### src/rtl/pcnt_pkg.sv
package pcnt_pkg;
  localparam int unsigned CW = 20;
  typedef logic [CW-1:0] cnt_t;

  typedef enum logic [1:0] {
    ADDR_CTRL = 2'd0,
    ADDR_PRE0 = 2'd1,
    ADDR_PRE1 = 2'd2,
    ADDR_PCLR = 2'd3
  } addr_e;

  // bit 6 mode, 5:4 irq mask, 3:2 counter enables, 1 per-process, 0 system
  typedef struct packed {
    logic       mode_prof;
    logic [1:0] irq_en;
    logic [1:0] cnt_en;
    logic       proc_en;
    logic       sys_en;
  } ctrl_t;

  localparam int unsigned CTRL_W = $bits(ctrl_t);

  function automatic cnt_t clamp_val(cnt_t v, cnt_t lim);
    return (v > lim) ? lim : v;
  endfunction

  function automatic logic [CW:0] add_wide(cnt_t a, cnt_t b);
    return {1'b0, a} + {1'b0, b};
  endfunction
endpackage

### src/rtl/pcnt_ctrl.sv
module pcnt_ctrl
  import pcnt_pkg::*;
#(
  parameter int unsigned NCTR = 2
) (
  input  logic            clk,
  input  logic            rst_n,
  input  logic            reg_wr,
  input  logic [1:0]      reg_addr,
  input  cnt_t            reg_wdata,
  input  logic [NCTR-1:0] ovf,
  output ctrl_t           ctrl_q,
  output logic [NCTR-1:0] wr_pre,
  output logic [NCTR-1:0] pend_q,
  output logic            count_ok
);
  logic [NCTR-1:0] clr;
  logic            ctrl_hit;

  assign ctrl_hit = reg_wr && (addr_e'(reg_addr) == ADDR_CTRL);
  assign clr      = (reg_wr && addr_e'(reg_addr) == ADDR_PCLR) ? reg_wdata[NCTR-1:0] : '0;
  assign wr_pre[0] = reg_wr && (addr_e'(reg_addr) == ADDR_PRE0);
  assign wr_pre[1] = reg_wr && (addr_e'(reg_addr) == ADDR_PRE1);
  assign count_ok = (ctrl_q.sys_en || ctrl_q.proc_en) && !ctrl_q.mode_prof;

  always_ff @(posedge clk or negedge rst_n) begin
    if (!rst_n) ctrl_q <= '0;
    else if (ctrl_hit) ctrl_q <= ctrl_t'(reg_wdata[CTRL_W-1:0]);
  end

  always_ff @(posedge clk or negedge rst_n) begin
    if (!rst_n) pend_q <= '0;
    else pend_q <= (pend_q & ~clr) | (ovf & ctrl_q.irq_en);
  end

  generate
    for (genvar i = 0; i < NCTR; i++) begin : g_pchk
      AST_PEND_MASKED: assert property (@(posedge clk) disable iff (!rst_n)
        (!pend_q[i] && !(ovf[i] && ctrl_q.irq_en[i])) |=> !pend_q[i]);
      AST_SET_BEATS_CLR: assert property (@(posedge clk) disable iff (!rst_n)
        (clr[i] && ovf[i] && ctrl_q.irq_en[i]) |=> pend_q[i]);
      AST_CLR_DROPS: assert property (@(posedge clk) disable iff (!rst_n)
        (clr[i] && !ovf[i]) |=> !pend_q[i]);
    end
  endgenerate
endmodule

### src/rtl/pcnt_counter.sv
module pcnt_counter
  import pcnt_pkg::*;
#(
  parameter int unsigned INC_W = 4,
  parameter cnt_t        LIMIT = cnt_t'((1 << CW) - 16)
) (
  input  logic             clk,
  input  logic             rst_n,
  input  logic             wr_hit,
  input  cnt_t             wr_val,
  input  logic             adv_en,
  input  logic [INC_W-1:0] inc,
  output cnt_t             cnt_q,
  output logic             ovf
);
  localparam cnt_t INC_CEIL = cnt_t'(1 << INC_W);

  logic [CW:0] sum;
  logic        adv;

  assign adv = adv_en && !wr_hit;
  assign sum = add_wide(cnt_q, cnt_t'(inc));
  assign ovf = adv && sum[CW];

  always_ff @(posedge clk or negedge rst_n) begin
    if (!rst_n)      cnt_q <= '0;
    else if (wr_hit) cnt_q <= clamp_val(wr_val, LIMIT);
    else if (adv)    cnt_q <= sum[CW-1:0];
  end

  AST_PRELOAD_RANGE: assert property (@(posedge clk) disable iff (!rst_n)
    wr_hit |=> cnt_q <= LIMIT);
  AST_IDLE_HOLD: assert property (@(posedge clk) disable iff (!rst_n)
    (!wr_hit && !adv_en) |=> $stable(cnt_q));
  AST_WRAP_LOW: assert property (@(posedge clk) disable iff (!rst_n)
    ovf |=> cnt_q < INC_CEIL);
endmodule

### src/rtl/perf_ctr_pair.sv
module perf_ctr_pair
  import pcnt_pkg::*;
#(
  parameter int unsigned INC0_W = 4,
  parameter int unsigned INC1_W = 2,
  parameter cnt_t        LIM0   = cnt_t'((1 << CW) - 16),
  parameter cnt_t        LIM1   = cnt_t'((1 << CW) - 4)
) (
  input  logic              clk,
  input  logic              rst_n,
  input  logic              reg_wr,
  input  logic [1:0]        reg_addr,
  input  logic [CW-1:0]     reg_wdata,
  input  logic [INC0_W-1:0] evt0_inc,
  input  logic [INC1_W-1:0] evt1_inc,
  output logic [2*CW-1:0]   rd_ctrs,
  output logic [1:0]        pend,
  output logic              irq
);
  localparam int unsigned NCTR = 2;

  ctrl_t           ctrl_q;
  logic [NCTR-1:0] wr_pre;
  logic [NCTR-1:0] ovf;
  logic [NCTR-1:0] pend_q;
  logic            count_ok;
  cnt_t            ctr_q [NCTR];

  pcnt_ctrl #(.NCTR(NCTR)) u_ctrl (
    .clk(clk), .rst_n(rst_n), .reg_wr(reg_wr), .reg_addr(reg_addr),
    .reg_wdata(reg_wdata), .ovf(ovf), .ctrl_q(ctrl_q), .wr_pre(wr_pre),
    .pend_q(pend_q), .count_ok(count_ok)
  );

  generate
    for (genvar i = 0; i < NCTR; i++) begin : g_ctr
      if (i == 0) begin : g_c0
        pcnt_counter #(.INC_W(INC0_W), .LIMIT(LIM0)) u_cnt (
          .clk(clk), .rst_n(rst_n), .wr_hit(wr_pre[i]), .wr_val(reg_wdata),
          .adv_en(count_ok && ctrl_q.cnt_en[i]), .inc(evt0_inc),
          .cnt_q(ctr_q[i]), .ovf(ovf[i])
        );
      end else begin : g_c1
        pcnt_counter #(.INC_W(INC1_W), .LIMIT(LIM1)) u_cnt (
          .clk(clk), .rst_n(rst_n), .wr_hit(wr_pre[i]), .wr_val(reg_wdata),
          .adv_en(count_ok && ctrl_q.cnt_en[i]), .inc(evt1_inc),
          .cnt_q(ctr_q[i]), .ovf(ovf[i])
        );
      end
      AST_PROF_HALT: assert property (@(posedge clk) disable iff (!rst_n)
        (ctrl_q.mode_prof && !wr_pre[i]) |=> $stable(ctr_q[i]));
    end
  endgenerate

  assign rd_ctrs = {ctr_q[1], ctr_q[0]};
  assign pend    = pend_q;
  assign irq     = |pend_q;
endmodule

### config.mk
export PLATFORM = sky130hd
export DESIGN_NAME = perf_ctr_pair
export DESIGN_NICKNAME = d
export VERILOG_FILES = /design/src/rtl/pcnt_pkg.sv /design/src/rtl/pcnt_ctrl.sv /design/src/rtl/pcnt_counter.sv /design/src/rtl/perf_ctr_pair.sv
export SDC_FILE = /design/constraint.sdc
export NUM_CORES = 1
export LEC_CHECK = 0
export BUFFER_PORTS_ARGS = -buffer_cell sky130_fd_sc_hd__buf_2
export CAP_MARGIN = 20
export CORE_MARGIN = 5
export CORE_UTILIZATION = 53
export CTS_CLUSTER_SIZE = 28
export DETAILED_ROUTE_END_ITERATION = 7
export MAX_ROUTING_LAYER = met4
export PLACE_DENSITY = 0.87
export SETUP_SLACK_MARGIN = 0.05
export SKIP_CTS_REPAIR_TIMING = 1
export SYNTH_ARGS = -nofsm -noshare
export SYNTH_HDL_FRONTEND = slang
export SYNTH_SLANG_ARGS = --single-unit
### constraint.sdc
create_clock -name clk -period 3 [get_ports clk]
set_clock_uncertainty 0.1 [all_clocks]
set_input_delay 0.6 -clock clk [delete_from_list [all_inputs] [get_ports clk]]
set_output_delay 0.6 -clock clk [all_outputs]
set_load 0.01 [all_outputs]
# Word-level counts from Yosys, hierarchy flattened
# Index checks and enable logic that the tools add are counted.
# W data, S select, Z words.
totals:
  in_bits: 31
  ff_bits: 49
  memories: 0
  mem_bits_ro: 0
  latchBits: 0
  elab_cells: 45
  ramBits: 0
op_classes:
  shifts: 0
  n_reduce_logical: 19
  div: 0
  n_eq_ne: 3
  bitwise: 4
  order_cmp: 2
  add_sub_neg: 2
  mul: 0
  mux: 7
ops:
  columns: ["operator", "count"]
  rows:
  - ["$mux W20", 6]
  - ["$gt A20 B20 Y1 const B", 2]
  - ["$add A20 B2 Y21", 1]
  - ["$add A20 B4 Y21", 1]
  - ["$logic_and A1 B1 Y1", 11]
  - ["$and A2 B2 Y2", 2]
  - ["$eq A2 B2 Y1 const B", 2]
  - ["$reduce_bool A2 Y1", 2]
  - ["$logic_not A1 Y1", 3]
  - ["$eq A2 B1 Y1 const B", 1]
  - ["$logic_not A2 Y1", 1]
  - ["$mux W2", 1]
  - ["$not A2 Y2", 1]
  - ["$or A2 B2 Y2", 1]
  - ["$reduce_or A2 Y1", 1]
  - ["$logic_or A1 B1 Y1", 1]

# Depth between registers and ports, before layout
logic_depth:
  depth_word: 7
  depth_mapped: 8
  depth_no_buf: 8

# Hierarchy
# A second synthesis with hierarchy kept.
hier_totals:
  hier_cells: 313
  area_unflattened_um2: 2959.1
modules_own_cells:
  columns: ["mod", "cells_each", "area_per_inst_um2", "n_inst", "seq_area_each_um2"]
  rows:
  - ["pcnt_counter (g_ctr[0].g_c0.u_cnt)", 150, 1351.3, 1, 500.5]
  - ["pcnt_counter (g_ctr[1].g_c1.u_cnt)", 134, 1211.2, 1, 500.5]
  - ["pcnt_ctrl", 26, 377.9, 1, 225.2]
  - ["perf_ctr_pair", 3, 18.8, 1, 0.0]

# Least setup slack after synthesis
# OpenSTA, ideal clock, no wires.
synth_timing:
  kind: "input -> register"
  from: "input evt0_inc[0]"
  to: "register u_ctrl.pend_q[0]"
  n_path_buf: 0
  cell_stages: 7
  t_arrival_ps: 2212
  setup_slack_ps: 578
  path_cell_list: "ha_1 -> inv_1 -> fa_1 -> nand2b_1 -> o2bb2ai_1 -> or3_1 -> o41ai_1"
synth_via:
  elab_chain_len: 4
synth_lines:
  columns: ["item", "line", "source"]
  rows:
  - ["start, declared", "perf_ctr_pair.sv:14", "input logic [INC0_W-1:0] evt0_inc,"]
  - ["$add A20 B4 Y21", "pcnt_pkg.sv:28", "return {1'b0, a} + {1'b0, b};"]
  - ["$logic_and A1 B1 Y1", "pcnt_counter.sv:23", "assign ovf = adv && sum[CW];"]
  - ["$and A2 B2 Y2", "pcnt_ctrl.sv:33", "else pend_q <= (pend_q & ~clr) | (ovf & ctrl_q.irq_en);"]
  - ["$or A2 B2 Y2", "pcnt_ctrl.sv:33", null]
  - ["end signal, assigned", "pcnt_ctrl.sv:33", null]
  - ["end, declared", "pcnt_ctrl.sv:14", "output logic [NCTR-1:0] pend_q,"]
# No other way between the ends.
# A chain may end at the register's enable or synchronous reset.

# Final worst setup path
layout_timing:
  from: "register g_ctr[0].g_c0.u_cnt.cnt_q[0]"
  to: "register g_ctr[0].g_c0.u_cnt.cnt_q[12]"
layout_via:
  elab_chain_len: 3
layout_lines:
  columns: ["item", "line", "source"]
  rows:
  - ["start, declared", "pcnt_counter.sv:13", "output cnt_t cnt_q,"]
  - ["start signal, assigned", "pcnt_counter.sv:27", "else if (wr_hit) cnt_q <= clamp_val(wr_val, LIMIT);"]
  - ["start signal, assigned", "pcnt_counter.sv:28", "else if (adv) cnt_q <= sum[CW-1:0];"]
  - ["$add A20 B4 Y21", "pcnt_pkg.sv:28", null]
  - ["$mux W20", "pcnt_counter.sv:28", null]
  - ["$mux W20", "pcnt_counter.sv:27", null]
# No other way between the ends. The select of a mux whose other input is x is not followed.

==> results by group <==
Status
  – Status: finished, final reports clean

Synthesis
  – Mean Syn Cell Area: 10.1 um^2
  – Register area share after synthesis: 0.429
  – Post-synth cell types: between 40 and 50
  – Cell taking the most area after synthesis: dfrtp_1
  – Synth Instances: 282
  – Syn_nets: roughly 320
  – Post-synth EDFFs: 0
  – Asr flop ratio synth: 1.00
  – Mapped Area: 2860 um^2
  – Most used DFF post-synth: dfrtp_1
  – Yosys reg bits: 49
  – Most area-consuming cells after synthesis: dfrtp_1, xnor2_1, xor2_1, nand2_1, o22a_1
  – Yosys top cell area share: 0.429
  – Yosys Warn Count: 0

Floorplan
  – Core ar.: roughly 5200 um^2
  – # rows: 26
  – DIE HEIGHT: 83.4 um
  – I/O pins: 74
  – Initial Utilization: 0.553
  – Die Area: 6960 um^2
  – Die Span X: 83.4 um

Worst hold path
  – Worst Hold Class: input port to asynchronous set/reset pin

Power
  – Power Total: 2.36 mW
  – Clock power frac: 0.163
  – Net Sw Frac: 0.391
  – Power Internal: 1.44 mW
  – Sequential share of power: 0.433
  – Logic gate share of total power: 0.404
  – Switching power: a little over 900 uW
  – Leak pwr: 1.48 nW
  – Peak supply drop: 0.000300 V
  – Pwr/cell area: ~690 nW/um^2

Place
  – Number of port buffers: between 70 and 80
  – Routability cong.: approximately 0.95
  – Final HPWL DP: between 5 and 6 mm

Clock tree
  – Number of H-tree levels: 2
  – Worst skew pair latency: 0.30 ns
  – Clock Tree Root: clkbuf_8
  – Clk slew on worst S/H paths: 0.10 ns
  – Total CTS buffers: 5
  – Clk buf depth: 2
  – Clk sinks: slightly below 50
  – CTS tree: done

Drt
  – # DRC: 0
  – WL/cell: 17.2 um
  – Total wire length: 7.39 mm
  – Initial DRC count: 136
  – Remaining antenna violation count: 0
  – Via Count: 2514
  – Pre-antenna DRT Iters: 4
  – Vias per cell: 5.86

STA
  – Final period utilization: 0.812
  – Relative slew margins: 0.520
  – Setup TNS: 0 ns
  – Final hold vios: 0
  – Post-layout min period: between 2 and 2.5 ns
  – Actual slew at the worst max-slew pin: 0.719 ns
  – Unrepaired setup endpoints after global routing: false
  – Slew Viols, Final: 0
  – Max Clock Freq: 0.411 GHz
  – Setup-failing EPs final: 0

Critical path
  – Max incr delay on CP: 0.44 ns
  – R2R setup slack: around 0.56 ns
  – Delay-heaviest family, CP: adder cells
  – CP cell instances: ha_1 -> inv_1 -> fa_1 -> nand2b_1 -> o2bb2ai_1 -> nor4bb_1 -> xor2_1 -> o22a_1
  – Req. time, crit path: between 3 and 4 ns
  – Worst Setup End Kind: register
  – Startpoint types: register
  – Levels on crit path: 8
  – Worst-case reg-to-reg path depth: 8
  – Worst Setup Path Type: register to register
  – Crit-path max FO: 9
  – Buf/Inv on CP: 1
  – Critical path arrival: 2.54 ns
  – Crit-path slowest cell: nor4bb_1

Layout
  – Area growth syn-to-layout: 18.9%
  – Layout cells sized above 1: 0.301
  – # diodes: 0
  – Final #Nets: 397

Global route
  – Largest net degree at the start of global routing: 32
  – Initial antenna violation count: 0
  – Gr ovfl total: 0
  – Vias in the first global route: 2613
  – First-pass GRT wire length: 12.8 mm
  – GRT Total Usage: 0.229

Job
  – Max Cap Violations: 0
-- routing by layer --
layer | part of all wire | track usage | vias to the layer above
met5 | 0 | - | -
met4 | 0.015 | 0.0702 | 0
met3 | 0.068 | 0.0505 | 10
met2 | 0.49 | 0.361 | 110
met1 | 0.42 | 0.297 | 1221
li1 | - | - | 1173
-- cell usage in the layout, fill, tap and decap left out, types with 9 or more instances in the layout --
cell       Yosys  layout
buf_2          4      73
dfrtp_1       49      49
nand2_1       31      31
xnor2_1       20      20
xor2_1        16      16
nor2_1        14      14
o21ai_0       13      13
o22a_1        13      13
inv_1         12      12
a2bb2oi_1     11      11
nor3_1         9       9
-- layout make-up --
cell class / instances / area (um^2)
multi-input cells: 211 / 1550
inverters: 12 / 45.0
repair buffers: 79 / 410
clock buffers: 5 / 68.8
fillers: 388 / 1770
flip-flops and latches: 49 / 1230
well taps: 70 / 87.6
clock inverters: 3 / 17.5
-- Yosys cell counts (2+ instances only) --
master and number:
dfrtp_1 49, nand2_1 31, xnor2_1 20, xor2_1 16
nor2_1 14, o21ai_0 13, o22a_1 13, inv_1 12
a2bb2oi_1 11, nor3_1 9, a21oi_1 7, mux2_2 7
nand3_1 7, ha_1 6, clkbuf_1 5, nand4_1 5
nor4_1 5, buf_2 4, o22ai_1 4, and3_1 3
nor3b_1 3, and4_1 2, fa_1 2, mux2i_1 2
nand2b_1 2, nand3_2 2, nand4b_2 2, nor4b_1 2
o21a_1 2, o2bb2ai_1 2, o41ai_1 2, or2_2 2
-- kinds of logic (layout without fill, tap and decap cells) --
kind of cell,Yosys count,in the layout,share of synthesized area
fa+ha+maj,8,8,0.0403
xor+xnor,36,36,0.110
simple gates,99,99,0.207
mux,9,9,0.0346
flops,49,49,0.429
compound gates,59,59,0.149
buf+inv,22,99,0.0306
-- metrics by stage --
step                 util  area, um^2  hold slack [ns]  setup WS, ns  cells
finish              0.657        3400            0.236         0.565    429
global placement    0.641        3310            0.385         0.359    421
global route        0.657        3400            0.286         0.334    429
detailed placement  0.641        3310            0.387         0.287    421
floorplan               -        2860            0.204         0.578    282
CTS                 0.657        3400            0.250         0.578    429
-- power by group through the flow --
stage | logic [mW] | clock network (mW) | registers [mW]
after floorplan | 0.535 | 0 | 1.08
after global placement | 0.909 | 0 | 1.02
after detailed placement | 0.949 | 0 | 1.03
after CTS | 0.956 | 0.391 | 1.02
after global routing | 1.05 | 0.425 | 1.05
final | 0.954 | 0.385 | 1.02
-- sequential cells by signal, summed over array words and instances, names as in the netlist --
| name | count |
|---|---|
| g_ctr.g_c0.u_cnt.cnt_q | 20 |
| u_ctrl.pend_q | 2 |
| u_ctrl.ctrl_q | 7 |
| g_ctr.g_c1.u_cnt.cnt_q | 20 |
-- path summary, 6_finish.rpt --
kind / start / end
setup / recovery: g_ctr[0].g_c0.u_cnt.cnt_q[0] / g_ctr[0].g_c0.u_cnt.cnt_q[12]
hold / removal: rst_n / g_ctr[1].g_c1.u_cnt.cnt_q[18]
setup reg to reg: g_ctr[0].g_c0.u_cnt.cnt_q[0] / g_ctr[0].g_c0.u_cnt.cnt_q[12]
hold reg to reg: u_ctrl.ctrl_q[6] / u_ctrl.ctrl_q[6]
max in group asynchronous: rst_n / g_ctr[1].g_c1.u_cnt.cnt_q[3]
min in group clk: u_ctrl.ctrl_q[6] / u_ctrl.ctrl_q[6]
(Power assumes the default switching activity.)
